**config.mk**
```make
export PLATFORM = sky130hd
export DESIGN_NAME = bcd_rtc_core
export DESIGN_NICKNAME = d
export VERILOG_FILES = /design/src/rtl/rtc_pkg.sv /design/src/rtl/rtc_prescaler.sv /design/src/rtl/rtc_mod60.sv /design/src/rtl/rtc_tod.sv /design/src/rtl/rtc_cal.sv /design/src/rtl/bcd_rtc_core.sv
export SDC_FILE = /design/constraint.sdc
export NUM_CORES = 1
export LEC_CHECK = 0
export ABC_CLOCK_PERIOD_IN_PS = 2810
export CAP_MARGIN = 30
export CORE_MARGIN = 2
export CORE_UTILIZATION = 46
export DETAILED_ROUTE_END_ITERATION = 6
export HOLD_SLACK_MARGIN = 0.15
export PLACE_DENSITY = 0.66
export SLEW_MARGIN = 0
export SYNTH_ARGS = -nofsm -noshare
export SYNTH_HDL_FRONTEND = slang
export SYNTH_SLANG_ARGS = --single-unit
export TNS_END_PERCENT = 5
```
**constraint.sdc**
```tcl
create_clock -name clk_i -period 2.81 [get_ports clk_i]
set_input_delay 0.7025 -clock clk_i [delete_from_list [all_inputs] [get_ports clk_i]]
set_output_delay 0.7025 -clock clk_i [all_outputs]
set_load 0.03 [all_outputs]
```
**src/rtl/rtc_pkg.sv**
```systemverilog
package rtc_pkg;
  localparam int unsigned NUM_REGS = 7;

  typedef enum logic [2:0] {
    A_SEC = 3'd0, A_MIN = 3'd1, A_HOUR = 3'd2, A_WDAY = 3'd3,
    A_DATE = 3'd4, A_MONTH = 3'd5, A_YEAR = 3'd6
  } rtc_addr_e;

  typedef struct packed {
    logic [2:0] wday;
    logic [5:0] date;
    logic       cent;
    logic [4:0] mon;
    logic [7:0] year;
  } cal_t;

  function automatic logic [7:0] bcd_inc(input logic [7:0] v);
    if (v[3:0] >= 4'd9) return {v[7:4] + 4'd1, 4'd0};
    return v + 8'd1;
  endfunction

  function automatic logic is_leap(input logic [7:0] yr);
    logic [6:0] b;
    b = 7'(yr[7:4]) * 7'd10 + 7'(yr[3:0]);
    return b[1:0] == 2'b00;
  endfunction

  function automatic logic [5:0] days_in_month(input logic [4:0] mon, input logic [7:0] yr);
    case (mon)
      5'h02: return is_leap(yr) ? 6'h29 : 6'h28;
      5'h04, 5'h06, 5'h09, 5'h11: return 6'h30;
      default: return 6'h31;
    endcase
  endfunction
endpackage

```
**src/rtl/rtc_prescaler.sv**
```systemverilog
module rtc_prescaler #(
  parameter int unsigned DIV = 32768
) (
  input  logic clk_i,
  input  logic rst_ni,
  input  logic restart_i,
  output logic tick_o
);
  localparam int unsigned CW = (DIV > 1) ? $clog2(DIV) : 1;
  localparam logic [CW-1:0] LAST = CW'(DIV - 1);

  logic [CW-1:0] cnt_q;

  always_ff @(posedge clk_i or negedge rst_ni) begin
    if (!rst_ni)              cnt_q <= '0;
    else if (restart_i)       cnt_q <= '0;
    else if (cnt_q == LAST)   cnt_q <= '0;
    else                      cnt_q <= cnt_q + 1'b1;
  end

  assign tick_o = (cnt_q == LAST) && !restart_i;
endmodule

```
**src/rtl/rtc_mod60.sv**
```systemverilog
module rtc_mod60 import rtc_pkg::*; (
  input  logic       clk_i,
  input  logic       rst_ni,
  input  logic       clr_i,
  input  logic       load_i,
  input  logic [6:0] ld_val_i,
  input  logic       step_i,
  output logic [6:0] val_o,
  output logic       wrap_o
);
  logic [6:0] val_q;
  logic [7:0] inc;

  assign inc    = bcd_inc({1'b0, val_q});
  assign wrap_o = (val_q >= 7'h59);

  always_ff @(posedge clk_i or negedge rst_ni) begin
    if (!rst_ni)      val_q <= '0;
    else if (clr_i)   val_q <= '0;
    else if (load_i)  val_q <= ld_val_i;
    else if (step_i)  val_q <= wrap_o ? 7'h00 : inc[6:0];
  end

  assign val_o = val_q;
endmodule

```
**src/rtl/rtc_tod.sv**
```systemverilog
module rtc_tod import rtc_pkg::*; (
  input  logic       clk_i,
  input  logic       rst_ni,
  input  logic       clr_i,
  input  logic       load_i,
  input  logic [6:0] ld_sec_i,
  input  logic [6:0] ld_min_i,
  input  logic [6:0] ld_hour_i,
  input  logic       tick_i,
  output logic [6:0] sec_o,
  output logic [6:0] min_o,
  output logic [6:0] hour_o,
  output logic       hr_step_o,
  output logic       day_step_o
);
  localparam int unsigned NSTAGE = 2;

  logic [6:0]      ld_val [NSTAGE];
  logic [6:0]      val    [NSTAGE];
  logic [NSTAGE:0] step;
  logic [NSTAGE-1:0] wrap;

  assign ld_val[0] = ld_sec_i;
  assign ld_val[1] = ld_min_i;
  assign step[0]   = tick_i;

  for (genvar k = 0; k < NSTAGE; k++) begin : g_stage
    rtc_mod60 u_cnt (
      .clk_i    (clk_i),
      .rst_ni   (rst_ni),
      .clr_i    (clr_i),
      .load_i   (load_i),
      .ld_val_i (ld_val[k]),
      .step_i   (step[k]),
      .val_o    (val[k]),
      .wrap_o   (wrap[k])
    );
    assign step[k+1] = step[k] & wrap[k];
  end

  logic [6:0] hour_q, hour_nxt;
  logic       day_end;
  logic [7:0] inc12, inc24;

  assign inc12 = bcd_inc({3'b0, hour_q[4:0]});
  assign inc24 = bcd_inc({2'b0, hour_q[5:0]});

  always_comb begin
    hour_nxt = hour_q;
    day_end  = 1'b0;
    if (hour_q[6]) begin
      if (hour_q[4:0] == 5'h11) begin
        hour_nxt = {1'b1, ~hour_q[5], 5'h12};
        day_end  = hour_q[5];
      end else if (hour_q[4:0] >= 5'h12) begin
        hour_nxt = {1'b1, hour_q[5], 5'h01};
      end else begin
        hour_nxt = {1'b1, hour_q[5], inc12[4:0]};
      end
    end else if (hour_q[5:0] >= 6'h23) begin
      hour_nxt = 7'h00;
      day_end  = 1'b1;
    end else begin
      hour_nxt = {1'b0, inc24[5:0]};
    end
  end

  always_ff @(posedge clk_i or negedge rst_ni) begin
    if (!rst_ni)             hour_q <= '0;
    else if (clr_i)          hour_q <= '0;
    else if (load_i)         hour_q <= ld_hour_i;
    else if (step[NSTAGE])   hour_q <= hour_nxt;
  end

  assign sec_o      = val[0];
  assign min_o      = val[1];
  assign hour_o     = hour_q;
  assign hr_step_o  = step[NSTAGE];
  assign day_step_o = step[NSTAGE] & day_end;
endmodule

```
**src/rtl/rtc_cal.sv**
```systemverilog
module rtc_cal import rtc_pkg::*; (
  input  logic clk_i,
  input  logic rst_ni,
  input  logic clr_i,
  input  logic load_i,
  input  cal_t ld_i,
  input  logic day_step_i,
  output cal_t cal_o
);
  localparam cal_t CAL_CLR = '{wday: 3'd1, date: 6'h01, cent: 1'b0, mon: 5'h01, year: 8'h00};

  cal_t       cal_q, cal_nxt;
  logic [5:0] mlen;
  logic [7:0] date_inc, mon_inc, year_inc;

  assign mlen     = days_in_month(cal_q.mon, cal_q.year);
  assign date_inc = bcd_inc({2'b0, cal_q.date});
  assign mon_inc  = bcd_inc({3'b0, cal_q.mon});
  assign year_inc = bcd_inc(cal_q.year);

  always_comb begin
    cal_nxt      = cal_q;
    cal_nxt.wday = (cal_q.wday >= 3'd7) ? 3'd1 : cal_q.wday + 3'd1;
    if (cal_q.date >= mlen) begin
      cal_nxt.date = 6'h01;
      if (cal_q.mon >= 5'h12) begin
        cal_nxt.mon = 5'h01;
        if (cal_q.year >= 8'h99) begin
          cal_nxt.year = 8'h00;
          cal_nxt.cent = ~cal_q.cent;
        end else begin
          cal_nxt.year = year_inc;
        end
      end else begin
        cal_nxt.mon = mon_inc[4:0];
      end
    end else begin
      cal_nxt.date = date_inc[5:0];
    end
  end

  always_ff @(posedge clk_i or negedge rst_ni) begin
    if (!rst_ni)          cal_q <= CAL_CLR;
    else if (clr_i)       cal_q <= CAL_CLR;
    else if (load_i)      cal_q <= ld_i;
    else if (day_step_i)  cal_q <= cal_nxt;
  end

  assign cal_o = cal_q;
endmodule

```
**src/rtl/bcd_rtc_core.sv**
```systemverilog
module bcd_rtc_core import rtc_pkg::*; #(
  parameter int unsigned TICK_DIV = 32768
) (
  input  logic       clk_i,
  input  logic       rst_ni,
  input  logic       srst_i,
  input  logic       wr_en_i,
  input  logic [2:0] wr_addr_i,
  input  logic [7:0] wr_data_i,
  input  logic       set_i,
  input  logic [2:0] rd_addr_i,
  output logic [7:0] rd_data_o
);
  logic [7:0] shadow_q [NUM_REGS];
  logic       load, sec_tick, hr_step, day_step;
  logic [6:0] sec, min, hour;
  cal_t       cal, cal_ld;

  always_ff @(posedge clk_i or negedge rst_ni) begin
    if (!rst_ni) begin
      for (int i = 0; i < NUM_REGS; i++) shadow_q[i] <= '0;
    end else if (wr_en_i && (32'(wr_addr_i) < NUM_REGS)) begin
      shadow_q[wr_addr_i] <= wr_data_i;
    end
  end

  assign load = set_i & ~srst_i;

  rtc_prescaler #(.DIV(TICK_DIV)) u_pre (
    .clk_i     (clk_i),
    .rst_ni    (rst_ni),
    .restart_i (srst_i | set_i),
    .tick_o    (sec_tick)
  );

  rtc_tod u_tod (
    .clk_i      (clk_i),
    .rst_ni     (rst_ni),
    .clr_i      (srst_i),
    .load_i     (load),
    .ld_sec_i   (shadow_q[A_SEC][6:0]),
    .ld_min_i   (shadow_q[A_MIN][6:0]),
    .ld_hour_i  (shadow_q[A_HOUR][6:0]),
    .tick_i     (sec_tick),
    .sec_o      (sec),
    .min_o      (min),
    .hour_o     (hour),
    .hr_step_o  (hr_step),
    .day_step_o (day_step)
  );

  assign cal_ld.wday = shadow_q[A_WDAY][2:0];
  assign cal_ld.date = shadow_q[A_DATE][5:0];
  assign cal_ld.cent = shadow_q[A_MONTH][7];
  assign cal_ld.mon  = shadow_q[A_MONTH][4:0];
  assign cal_ld.year = shadow_q[A_YEAR];

  rtc_cal u_cal (
    .clk_i      (clk_i),
    .rst_ni     (rst_ni),
    .clr_i      (srst_i),
    .load_i     (load),
    .ld_i       (cal_ld),
    .day_step_i (day_step),
    .cal_o      (cal)
  );

  always_comb begin
    case (rd_addr_i)
      A_SEC:   rd_data_o = {1'b0, sec};
      A_MIN:   rd_data_o = {1'b0, min};
      A_HOUR:  rd_data_o = {1'b0, hour};
      A_WDAY:  rd_data_o = {5'b0, cal.wday};
      A_DATE:  rd_data_o = {2'b0, cal.date};
      A_MONTH: rd_data_o = {cal.cent, 2'b0, cal.mon};
      A_YEAR:  rd_data_o = cal.year;
      default: rd_data_o = 8'h00;
    endcase
  end
endmodule

```
==> results.json, run 1 <==
{
  "status": "complete, but fails checks",
  "violations": "setup timing",
  "synth_compound_area_frac": 0.199,
  "path_max_fanout": 7,
  "numPortBuffers": 26,
  "viasPerCell": 6.09,
  "synth_edf_count": 0,
  "dp_hpwl_um": 12700,
  "drive_gt1_frac": 0.267,
  "grt_pass1_wl_um": 27800,
  "setup_viol": 14,
  "arrival_ps": 3170,
  "worstMarginPinSlew_ps": 678,
  "power.total_mw": 5.09,
  "first_iter_violations": 655,
  "htreeDepth": 3,
  "synth-seq-cells": 103,
  "area_delta_synth_final_pct": 20.7,
  "grt_pass1_vias": 5090,
  "leakage_nw": 3.21,
  "synth_flop_cell": "dfrtp_1",
  "cts.path.max_buffers": 2,
  "cts_tree": "built",
  "slew_headroom": 0.548,
  "start_kind": "register",
  "grt_max_degree": 52,
  "synth.net_count": 664,
  "clkTransAtPathRegs_ps": 80,
  "core.rowCount": 42,
  "cts_buffers": 9,
  "initial_core_util": 0.473,
  "drc": 0,
  "cts_root_buf": "clkbuf_16",
  "synth_area_sq_um": 6280,
  "place_area_sq_um": 7090,
  "synthXorXnorAreaFrac": 0.0237,
  "criticalPathCategory": "register to register",
  "synth-simple-area-share": 0.142,
  "grt_use_total": 0.248,
  "ir_worst_vdd_mv": 0.331,
  "async_flop_share": 1.00,
  "hold_path_class": "input port to asynchronous set/reset pin",
  "r2r-end": "u_cal.cal_o[2]",
  "crit_start": "u_cal.cal_o[8]",
  "final_common_cell": "dfrtp_1",
  "p_per_area_nw_per_um2": 671,
  "ff2ff_path_depth": 14,
  "coreArea_sq_um": 13300,
  "cts_num_sinks": 103,
  "ff2ff_setup_slack_ps": -90,
  "die_h_um": 121,
  "ys_seq_area_frac": 0.411,
  "post-route-cell-area_sq_um": 7590,
  "fmax_mhz": 345,
  "design.portCount": 27,
  "synth-adder-area-share": 0.0677,
  "period_needed_ps": 2900,
  "routed_wl_um": 17700,
  "routedWlPerCell_um": 20.5,
  "top_layer": "met4",
  "rsz0062_at_grt": "true",
  "synth_cell_types": 78,
  "dieArea_sq_um": 14600,
  "insertion_delay_ps": 360,
  "synthCells": 611,
  "cp_data_required_time_ps": 3080,
  "fin_skew_ps": 14.4,
  "synth_top_family_by_area": "compound AO/OA/AOI/OAI gates",
  "grt-ovfl-total": 0,
  "holdWs_ps": 372,
  "first_pass_iters": 5,
  "crit_path_end_kind": "register",
  "hold_violations": 0,
  "gp_congestion": 0.939,
  "max-cap-violations": 0,
  "setup_slack_ps": -89.9,
  "die_width_um": 121,
  "worstReg2RegStart": "u_cal.cal_o[8]",
  "antenna_found_initial": 0,
  "slew_viol_final": 0,
  "detail-route-antenna-nets": 0,
  "drt-met1-wl_um": 7960,
  "syn_area_per_cell_sq_um": 10.3,
  "fin_crit_sh": 1.03,
  "wl_met3_um": 905,
  "fin_nets": 734,
  "wl_met2_um": 8150,
  "crit_path_end": "u_cal.cal_o[2]",
  "dr_total_vias": 5253,
  "final_cell_mix": "dfrtp_1, buf_4, mux2_2, nor2_1, nand2_1",
  "final_core_util": 0.571,
  "hold_buffers": 0,
  "synthMuxAreaShare": 0.118,
  "diodes": 0,
  "ys_warn_count": 0
}
## flip-flops by register name, summed over array words and instances, names as in the netlist
name and flops:
cal_ld 23, u_tod.hour_o 7, u_tod.g_stage.u_cnt.val_o 14, u_cal.cal_o 23
u_pre.cnt_q 15, shadow_q 21
## cells in the mapped netlist, types with 5 or more instances
| cell | count | area, sq um |
|---|---|---|
| nor2b_1 | 5 | 31.3 |
| clkbuf_1 | 17 | 63.8 |
| a31oi_1 | 13 | 81.3 |
| a22oi_1 | 14 | 105 |
| mux2i_1 | 11 | 110 |
| o22ai_1 | 6 | 37.5 |
| nor3_1 | 10 | 50.1 |
| nand3_1 | 18 | 90.1 |
| inv_1 | 28 | 105 |
| dfrtp_1 | 100 | 2500 |
| nor2_1 | 43 | 161 |
| mux2_2 | 50 | 563 |
| ha_1 | 34 | 425 |
| nand2_1 | 42 | 158 |
| a21oi_1 | 29 | 145 |
| o31ai_1 | 10 | 75.1 |
| and3_1 | 6 | 37.5 |
| a22o_1 | 5 | 43.8 |
| xor2_1 | 8 | 70.1 |
| nand2b_1 | 6 | 37.5 |
| a32oi_1 | 6 | 52.6 |
| xnor2_1 | 9 | 78.8 |
| o21ai_0 | 30 | 150 |
| a32o_1 | 5 | 50.1 |
## area by class of cell
cell class              count  area, sq um
fillers                  1126         5710
multi-input cells         452         3620
flip-flops and latches    103         2580
repair buffers             87          747
clock buffers               9          225
well taps                 176          220
inverters                  28          108
clock inverters             7         87.6
## stage by stage
stage                     setup TNS, ps  cells  setup slack [ps]
final                              -861    862             -89.9
after global routing              -3370    862              -232
after CTS                             0    861              5.03
after detailed placement          -6540    845              -460
after global placement            -6520    845              -448
after floorplan                    -131    611             -46.6
## power breakdown
| group | total [mW] | switching [mW] | internal (mW) |
|---|---|---|---|
| sequential | 2.14 | 0.361 | 1.78 |
| clock | 1.34 | 0.630 | 0.714 |
| combinational | 1.60 | 0.823 | 0.778 |
| total | 5.09 | 1.81 | 3.27 |
## cell families after synthesis
kind of cell             after synthesis
XOR/XNOR                              17
adder cells (fa/ha/maj)               34
flip-flops                           103
buffers and inverters                 56
AND/OR/NAND/NOR                      169
multiplexers                          64
AO/OA/AOI/OAI                        168
## worst max-delay path, cell delays in order, from the launching register on
cell and delay (ps):
dfstp_2 560, inv_4 50, ha_4 160, nor2_4 90, nor3_2 40, a31oi_1 160
o21ai_1 100, a31oi_1 240, ha_1 320, nor4b_4 290, o221ai_2 170, o211a_4 220
buf_4 170, o211ai_1 100, o2bb2ai_1 150
## how the worst min path moves through the flow
| stage | endpoint | start | slack, ps | cells past startpoint |
|---|---|---|---|---|
| after floorplan | cal_ld[0] | rst_ni | 410 | 0 |
| after global placement | u_pre.cnt_q[0] | u_pre.cnt_q[0] | 460 | 1 |
| after detailed placement | u_pre.cnt_q[0] | u_pre.cnt_q[0] | 470 | 1 |
| after CTS | u_tod.hour_o[3] | rst_ni | 390 | 1 |
| after global routing | u_tod.hour_o[3] | rst_ni | 430 | 1 |
| final | shadow_q[36] | rst_ni | 370 | 1 |
## what timing repair did
action,in CTS,in global routing
endpoints found under the hold margin,0,0
endpoints found under the setup margin,28,23
setup buffers,0,1
pin swaps,5,12
gates resized for setup,26,29
## layer usage
layer	up-vias	GRT usage
li1	2422	-
met1	2638	0.343
met2	159	0.380
met3	34	0.0479
met4	0	0.108
met5	-	0
No activity file was read; power rests on OpenSTA's default activity.
==> run 2, diff against run 1 <==
--- a/config.mk
+++ b/config.mk
@@ -8,10 +8,9 @@
 export ABC_CLOCK_PERIOD_IN_PS = 2810
 export CAP_MARGIN = 30
 export CORE_MARGIN = 2
-export CORE_UTILIZATION = 46
+export CORE_UTILIZATION = 25
 export DETAILED_ROUTE_END_ITERATION = 6
 export HOLD_SLACK_MARGIN = 0.15
-export PLACE_DENSITY = 0.66
 export SLEW_MARGIN = 0
 export SYNTH_ARGS = -nofsm -noshare
 export SYNTH_HDL_FRONTEND = slang
==> run 2 against run 1 <==
  * The flow now finishes without violations
  * Hold slack lost 48 ps
  * Sequential share of layout area shrank 0.28 points
  * Setup slack gained 92 ps
  * Final area grew 0.82%
  * Clock-buffer cell count is the same
  * Non-clock buffer count shrank 3
  * Via count shrank 3.0%
  * Sequential cell count is the same
  * Die area grew 81%
  * Utilization shrank 26 points
  * Highest routed layer unchanged
  * Largest cell class unchanged
  * Power shrank 4.2%
  * Fmax grew 3.3%
==> results.json, run 2 (synthesis gave the netlist of run 1 again) <==
{
  "fmax_mhz": 356,
  "ff2ff_path_depth": 14,
  "crit_path_end_kind": "register",
  "slew_headroom": 0.564,
  "drc": 0,
  "first_iter_violations": 390,
  "worstReg2RegStart": "u_cal.cal_o[8]",
  "cts_setup_buffers": 0,
  "final_cell_mix": "dfrtp_1, buf_4, mux2_2, nor2_1, nand2_1",
  "slew_viol_final": 0,
  "finalNonFillerCells": 1013,
  "crit_start": "u_cal.cal_o[8]",
  "setup_slack_ps": 1.95,
  "final_common_cell": "dfrtp_1",
  "dieArea_sq_um": 26400,
  "cts.path.max_buffers": 2,
  "core.rowCount": 58,
  "fin_tns_setup_ps": 0,
  "r2r-end": "u_cal.cal_o[10]",
  "fin_crit_sh": 0.999,
  "diodes": 0,
  "grt_max_degree": 52,
  "cts_tree": "built",
  "status": "complete, no violations",
  "cts_buffers": 9,
  "antenna_found_initial": 0,
  "cpMaxStageDelayCell": "dfstp_2",
  "insertion_delay_ps": 360,
  "area_delta_synth_final_pct": 21.7,
  "fin_nets": 731,
  "holdWs_ps": 325,
  "ff2ff_setup_slack_ps": 2,
  "p_per_area_nw_per_um2": 637,
  "cp_data_required_time_ps": 3100,
  "rsz0062_at_grt": "true",
  "numPortBuffers": 26,
  "worstMarginPinSlew_ps": 649,
  "cts_num_sinks": 103,
  "path_max_fanout": 7,
  "setup_viol": 0,
  "start_kind": "register",
  "dp_hpwl_um": 13100,
  "dp_slack_ps": -457,
  "first_pass_iters": 5,
  "routed_wl_um": 17700,
  "coreArea_sq_um": 25000,
  "cpMostUsedCell": "a31oi_1",
  "initial_core_util": 0.252,
  "arrival_ps": 3090,
  "cpPeakStageDelay_ps": 530,
  "die_width_um": 163,
  "criticalPathCategory": "register to register",
  "die_h_um": 163,
  "fin_skew_ps": 12.5,
  "hold_buffers": 0,
  "grt_pass1_vias": 5083,
  "detail-route-antenna-nets": 0,
  "leakage_nw": 3.15,
  "hold_path_class": "input port to asynchronous set/reset pin",
  "drive_gt1_frac": 0.250,
  "gp_congestion": 0.883,
  "htreeDepth": 3,
  "viasPerCell": 5.03,
  "grt_use_total": 0.141,
  "ir_worst_vdd_mv": 0.322,
  "path_cells": "inv_1 > ha_2 > nor2_1 > nor3_1 > a31oi_1 > o21ai_1 > a31oi_1 > ha_1 > nor4b_2 > o221ai_2 > o211a_4 > buf_4 > nor3b_1 > o2bb2ai_1",
  "routedWlPerCell_um": 17.5,
  "dp.cells": 997,
  "max-cap-violations": 0,
  "crit_path_end": "u_cal.cal_o[10]",
  "dr_total_vias": 5095,
  "hold_violations": 0,
  "cts_root_buf": "clkbuf_16",
  "design.portCount": 27,
  "grt_pass1_wl_um": 28600,
  "grt-ovfl-total": 0,
  "clkTransAtPathRegs_ps": 80,
  "period_needed_ps": 2810
}
run 2: what timing repair did:
action / in CTS / in global routing
setup endpoints to repair: 28 / 27
hold endpoints to repair: 0 / 0
pin swaps: 6 / 0
resized for setup: 21 / 8
run 2: worst min-delay path by stage:
stage	end	startpoint	cells past startpoint
2_1_floorplan	cal_ld[0]	rst_ni	0
3_3_place_gp	u_pre.cnt_q[0]	u_pre.cnt_q[0]	1
3_5_place_dp	u_pre.cnt_q[0]	u_pre.cnt_q[0]	1
4_1_cts	u_pre.cnt_q[6]	rst_ni	1
5_1_grt	u_pre.cnt_q[6]	rst_ni	1
6_report	u_pre.cnt_q[6]	rst_ni	1
run 2: where the power goes:
| part | total [mW] | switching (mW) | internal (mW) |
|---|---|---|---|
| clock | 1.25 | 0.626 | 0.621 |
| sequential | 2.10 | 0.319 | 1.78 |
| combinational | 1.53 | 0.787 | 0.739 |
run 2: routing by layer:
layer  vias to the layer above  part of all wire  track usage
met1                      2536              0.47        0.192
met4                         0             0.036       0.0668
met5                         -                 0            0
met3                        29             0.041       0.0270
met2                       112              0.45        0.215
li1                       2418                 -            -
run 2: final cells by class:
| type | count | area [sq um] |
|---|---|---|
| Sequential cell | 103 | 2580 |
| Fill cell | 2599 | 17300 |
| Timing Repair Buffer | 84 | 739 |
| Clock buffer | 9 | 225 |
| Clock inverter | 7 | 62.6 |
| Tap cell | 330 | 413 |
| Inverter | 28 | 105 |
| Multi-Input combinational cell | 452 | 3520 |
run 2: critical path: cells and delay by family, from the launching register on:
family	cells	cell delay (ps)
buffers and inverters	2	200
AO/OA/AOI/OAI	6	970
flip-flops	1	530
adder cells (fa/ha/maj)	2	470
AND/OR/NAND/NOR	4	560
run 2: per-stage QoR:
| step | total power [mW] | utilization | cell area [sq um] |
|---|---|---|---|
| after floorplan | 2.98 | - | 6280 |
| after global placement | 3.58 | 0.292 | 7300 |
| after detailed placement | 3.62 | 0.292 | 7300 |
| after CTS | 4.90 | 0.306 | 7640 |
| after global routing | 5.18 | 0.306 | 7650 |
| final | 4.87 | 0.306 | 7650 |
==> run 3, diff against run 2 <==
--- a/config.mk
+++ b/config.mk
@@ -5,7 +5,7 @@
 export SDC_FILE = /design/constraint.sdc
 export NUM_CORES = 1
 export LEC_CHECK = 0
-export ABC_CLOCK_PERIOD_IN_PS = 2810
+export ABC_CLOCK_PERIOD_IN_PS = 3550
 export CAP_MARGIN = 30
 export CORE_MARGIN = 2
 export CORE_UTILIZATION = 25
==> constraint.sdc (replaced) <==
create_clock -name clk_i -period 3.55 [get_ports clk_i]
set_input_delay 0.8875 -clock clk_i [delete_from_list [all_inputs] [get_ports clk_i]]
set_output_delay 0.8875 -clock clk_i [all_outputs]
set_load 0.03 [all_outputs]
==> run 3 against run 2 <==
  * Hold slack improved by 160 ps
  * Final area decreased by 3.6%
  * Clock power is 19% lower
  * Clock-buffer cell count grew 2
  * Combinational power is 33% lower
  * Sequential cell count stayed put
  * Clock skew shrank 5.9 ps
  * Critical endpoint is now rd_data_o[5]
  * Largest power group unchanged
==> results.json, run 3 (synthesis gave the netlist of run 1 again) <==
{
  "status": "complete, no violations",
  "cts_resized": 1,
  "routedWlPerCell_um": 17.3,
  "hold_buffers": 0,
  "worstMarginPinSlew_ps": 662,
  "cts_buffers": 9,
  "drive_gt1_frac": 0.196,
  "cpMostUsedCell": "buf_4",
  "fmax_mhz": 293,
  "dp_hpwl_um": 12400,
  "ff2ff_path_depth": 13,
  "htreeDepth": 3,
  "final_cell_mix": "dfrtp_1, mux2_2, nor2_1, nand2_1, ha_1",
  "first_pass_iters": 5,
  "multi_input_area_sq_um": 3470,
  "arrival_ps": 2530,
  "path_cells": "clkdlybuf4s50_1 > buf_4 > nor2b_1 > buf_4 > a22oi_1 > o22ai_2 > buf_4 > buf_12",
  "fin_skew_ps": 6.57,
  "grt_max_degree": 42,
  "die_width_um": 163,
  "drc": 0,
  "crit_path_end_kind": "output port",
  "viasPerCell": 5.06,
  "initial_core_util": 0.252,
  "dieArea_sq_um": 26400,
  "cpMaxStageDelayCell": "clkdlybuf4s50_1",
  "gp_congestion": 0.867,
  "post-route-cell-area_sq_um": 7380,
  "setup_viol": 0,
  "detail-route-antenna-nets": 0,
  "dp.cells": 966,
  "n_fill_cell": 2589,
  "fin_tns_setup_ps": 0,
  "period_needed_ps": 3420,
  "final_common_cell": "dfrtp_1",
  "cp_data_required_time_ps": 2660,
  "cpPeakStageDelay_ps": 500,
  "fin_crit_sh": 0.962,
  "grt-ovfl-total": 0,
  "clkTransAtPathRegs_ps": 70,
  "start_kind": "input port",
  "design.portCount": 27,
  "power.total_mw": 3.73,
  "whs_path_depth": 1,
  "criticalPathCategory": "input port to output port",
  "grt_pass1_vias": 4757,
  "holdWs_ps": 483,
  "leakage_nw": 3.00,
  "final_core_util": 0.296,
  "path_max_fanout": 16,
  "fin_nets": 700,
  "cts_tree": "built",
  "insertion_delay_ps": 350,
  "p_per_area_nw_per_um2": 506,
  "area_delta_synth_final_pct": 17.4,
  "setup_slack_ps": 134,
  "dr_total_vias": 4972,
  "ir_worst_vdd_mv": 0.225,
  "cts.path.max_buffers": 2,
  "grt_use_total": 0.134,
  "numPortBuffers": 26,
  "grt_pass1_wl_um": 27200,
  "cts_root_buf": "clkbuf_16",
  "cts_num_sinks": 103,
  "antenna_found_initial": 1,
  "place_area_sq_um": 7070,
  "diodes": 0,
  "coreArea_sq_um": 25000,
  "finalNonFillerCells": 982,
  "dp_slack_ps": -104,
  "max-cap-violations": 0,
  "core.rowCount": 58,
  "slew_headroom": 0.555,
  "slew_viol_final": 0,
  "hold_path_class": "register to register",
  "hold_violations": 0,
  "cts_setup_buffers": 0,
  "seq_area_sq_um": 2580,
  "routed_wl_um": 17000,
  "first_iter_violations": 389,
  "rsz0062_at_grt": "false",
  "die_h_um": 163
}
run 3: worst paths after layout:
kind	slack, ps	from	end
setup / recovery	130	rd_addr_i[1]	rd_data_o[5]
hold / removal	480	u_pre.cnt_q[0]	u_pre.cnt_q[0]
setup reg to reg	340	u_cal.cal_o[8]	u_cal.cal_o[12]
hold reg to reg	480	u_pre.cnt_q[0]	u_pre.cnt_q[0]
max in group asynchronous	2220	rst_ni	u_cal.cal_o[14]
min in group asynchronous	540	rst_ni	shadow_q[36]
run 3: cell type report:
type / instances / share of cell area
tap: 330 / 0.0560
sequential: 103 / 0.350
clock inverter: 5 / 0.00780
clock buffer: 11 / 0.0329
multi-input combinational: 452 / 0.471
timing repair buffer: 53 / 0.0684
inverter: 28 / 0.0142
run 3: worst max-delay path, delay by kind of cell:
kind	cells	cell delay (ps)
AOI/OAI and AO/OA	2	290
and+or+nand+nor	1	190
buffers and inverters	5	1160
run 3: routing by layer:
metal / track usage / wire length [um]
met2: 0.203 / 7690
met3: 0.0206 / 725
met4: 0.0475 / 376
met1: 0.193 / 8200
met5: 0 / 0
run 3: report_power, final:
group	switching (mW)	internal (mW)	leakage, nW
registers	0.293	1.41	1.30
clock network	0.441	0.567	0.149
logic	0.530	0.488	1.55
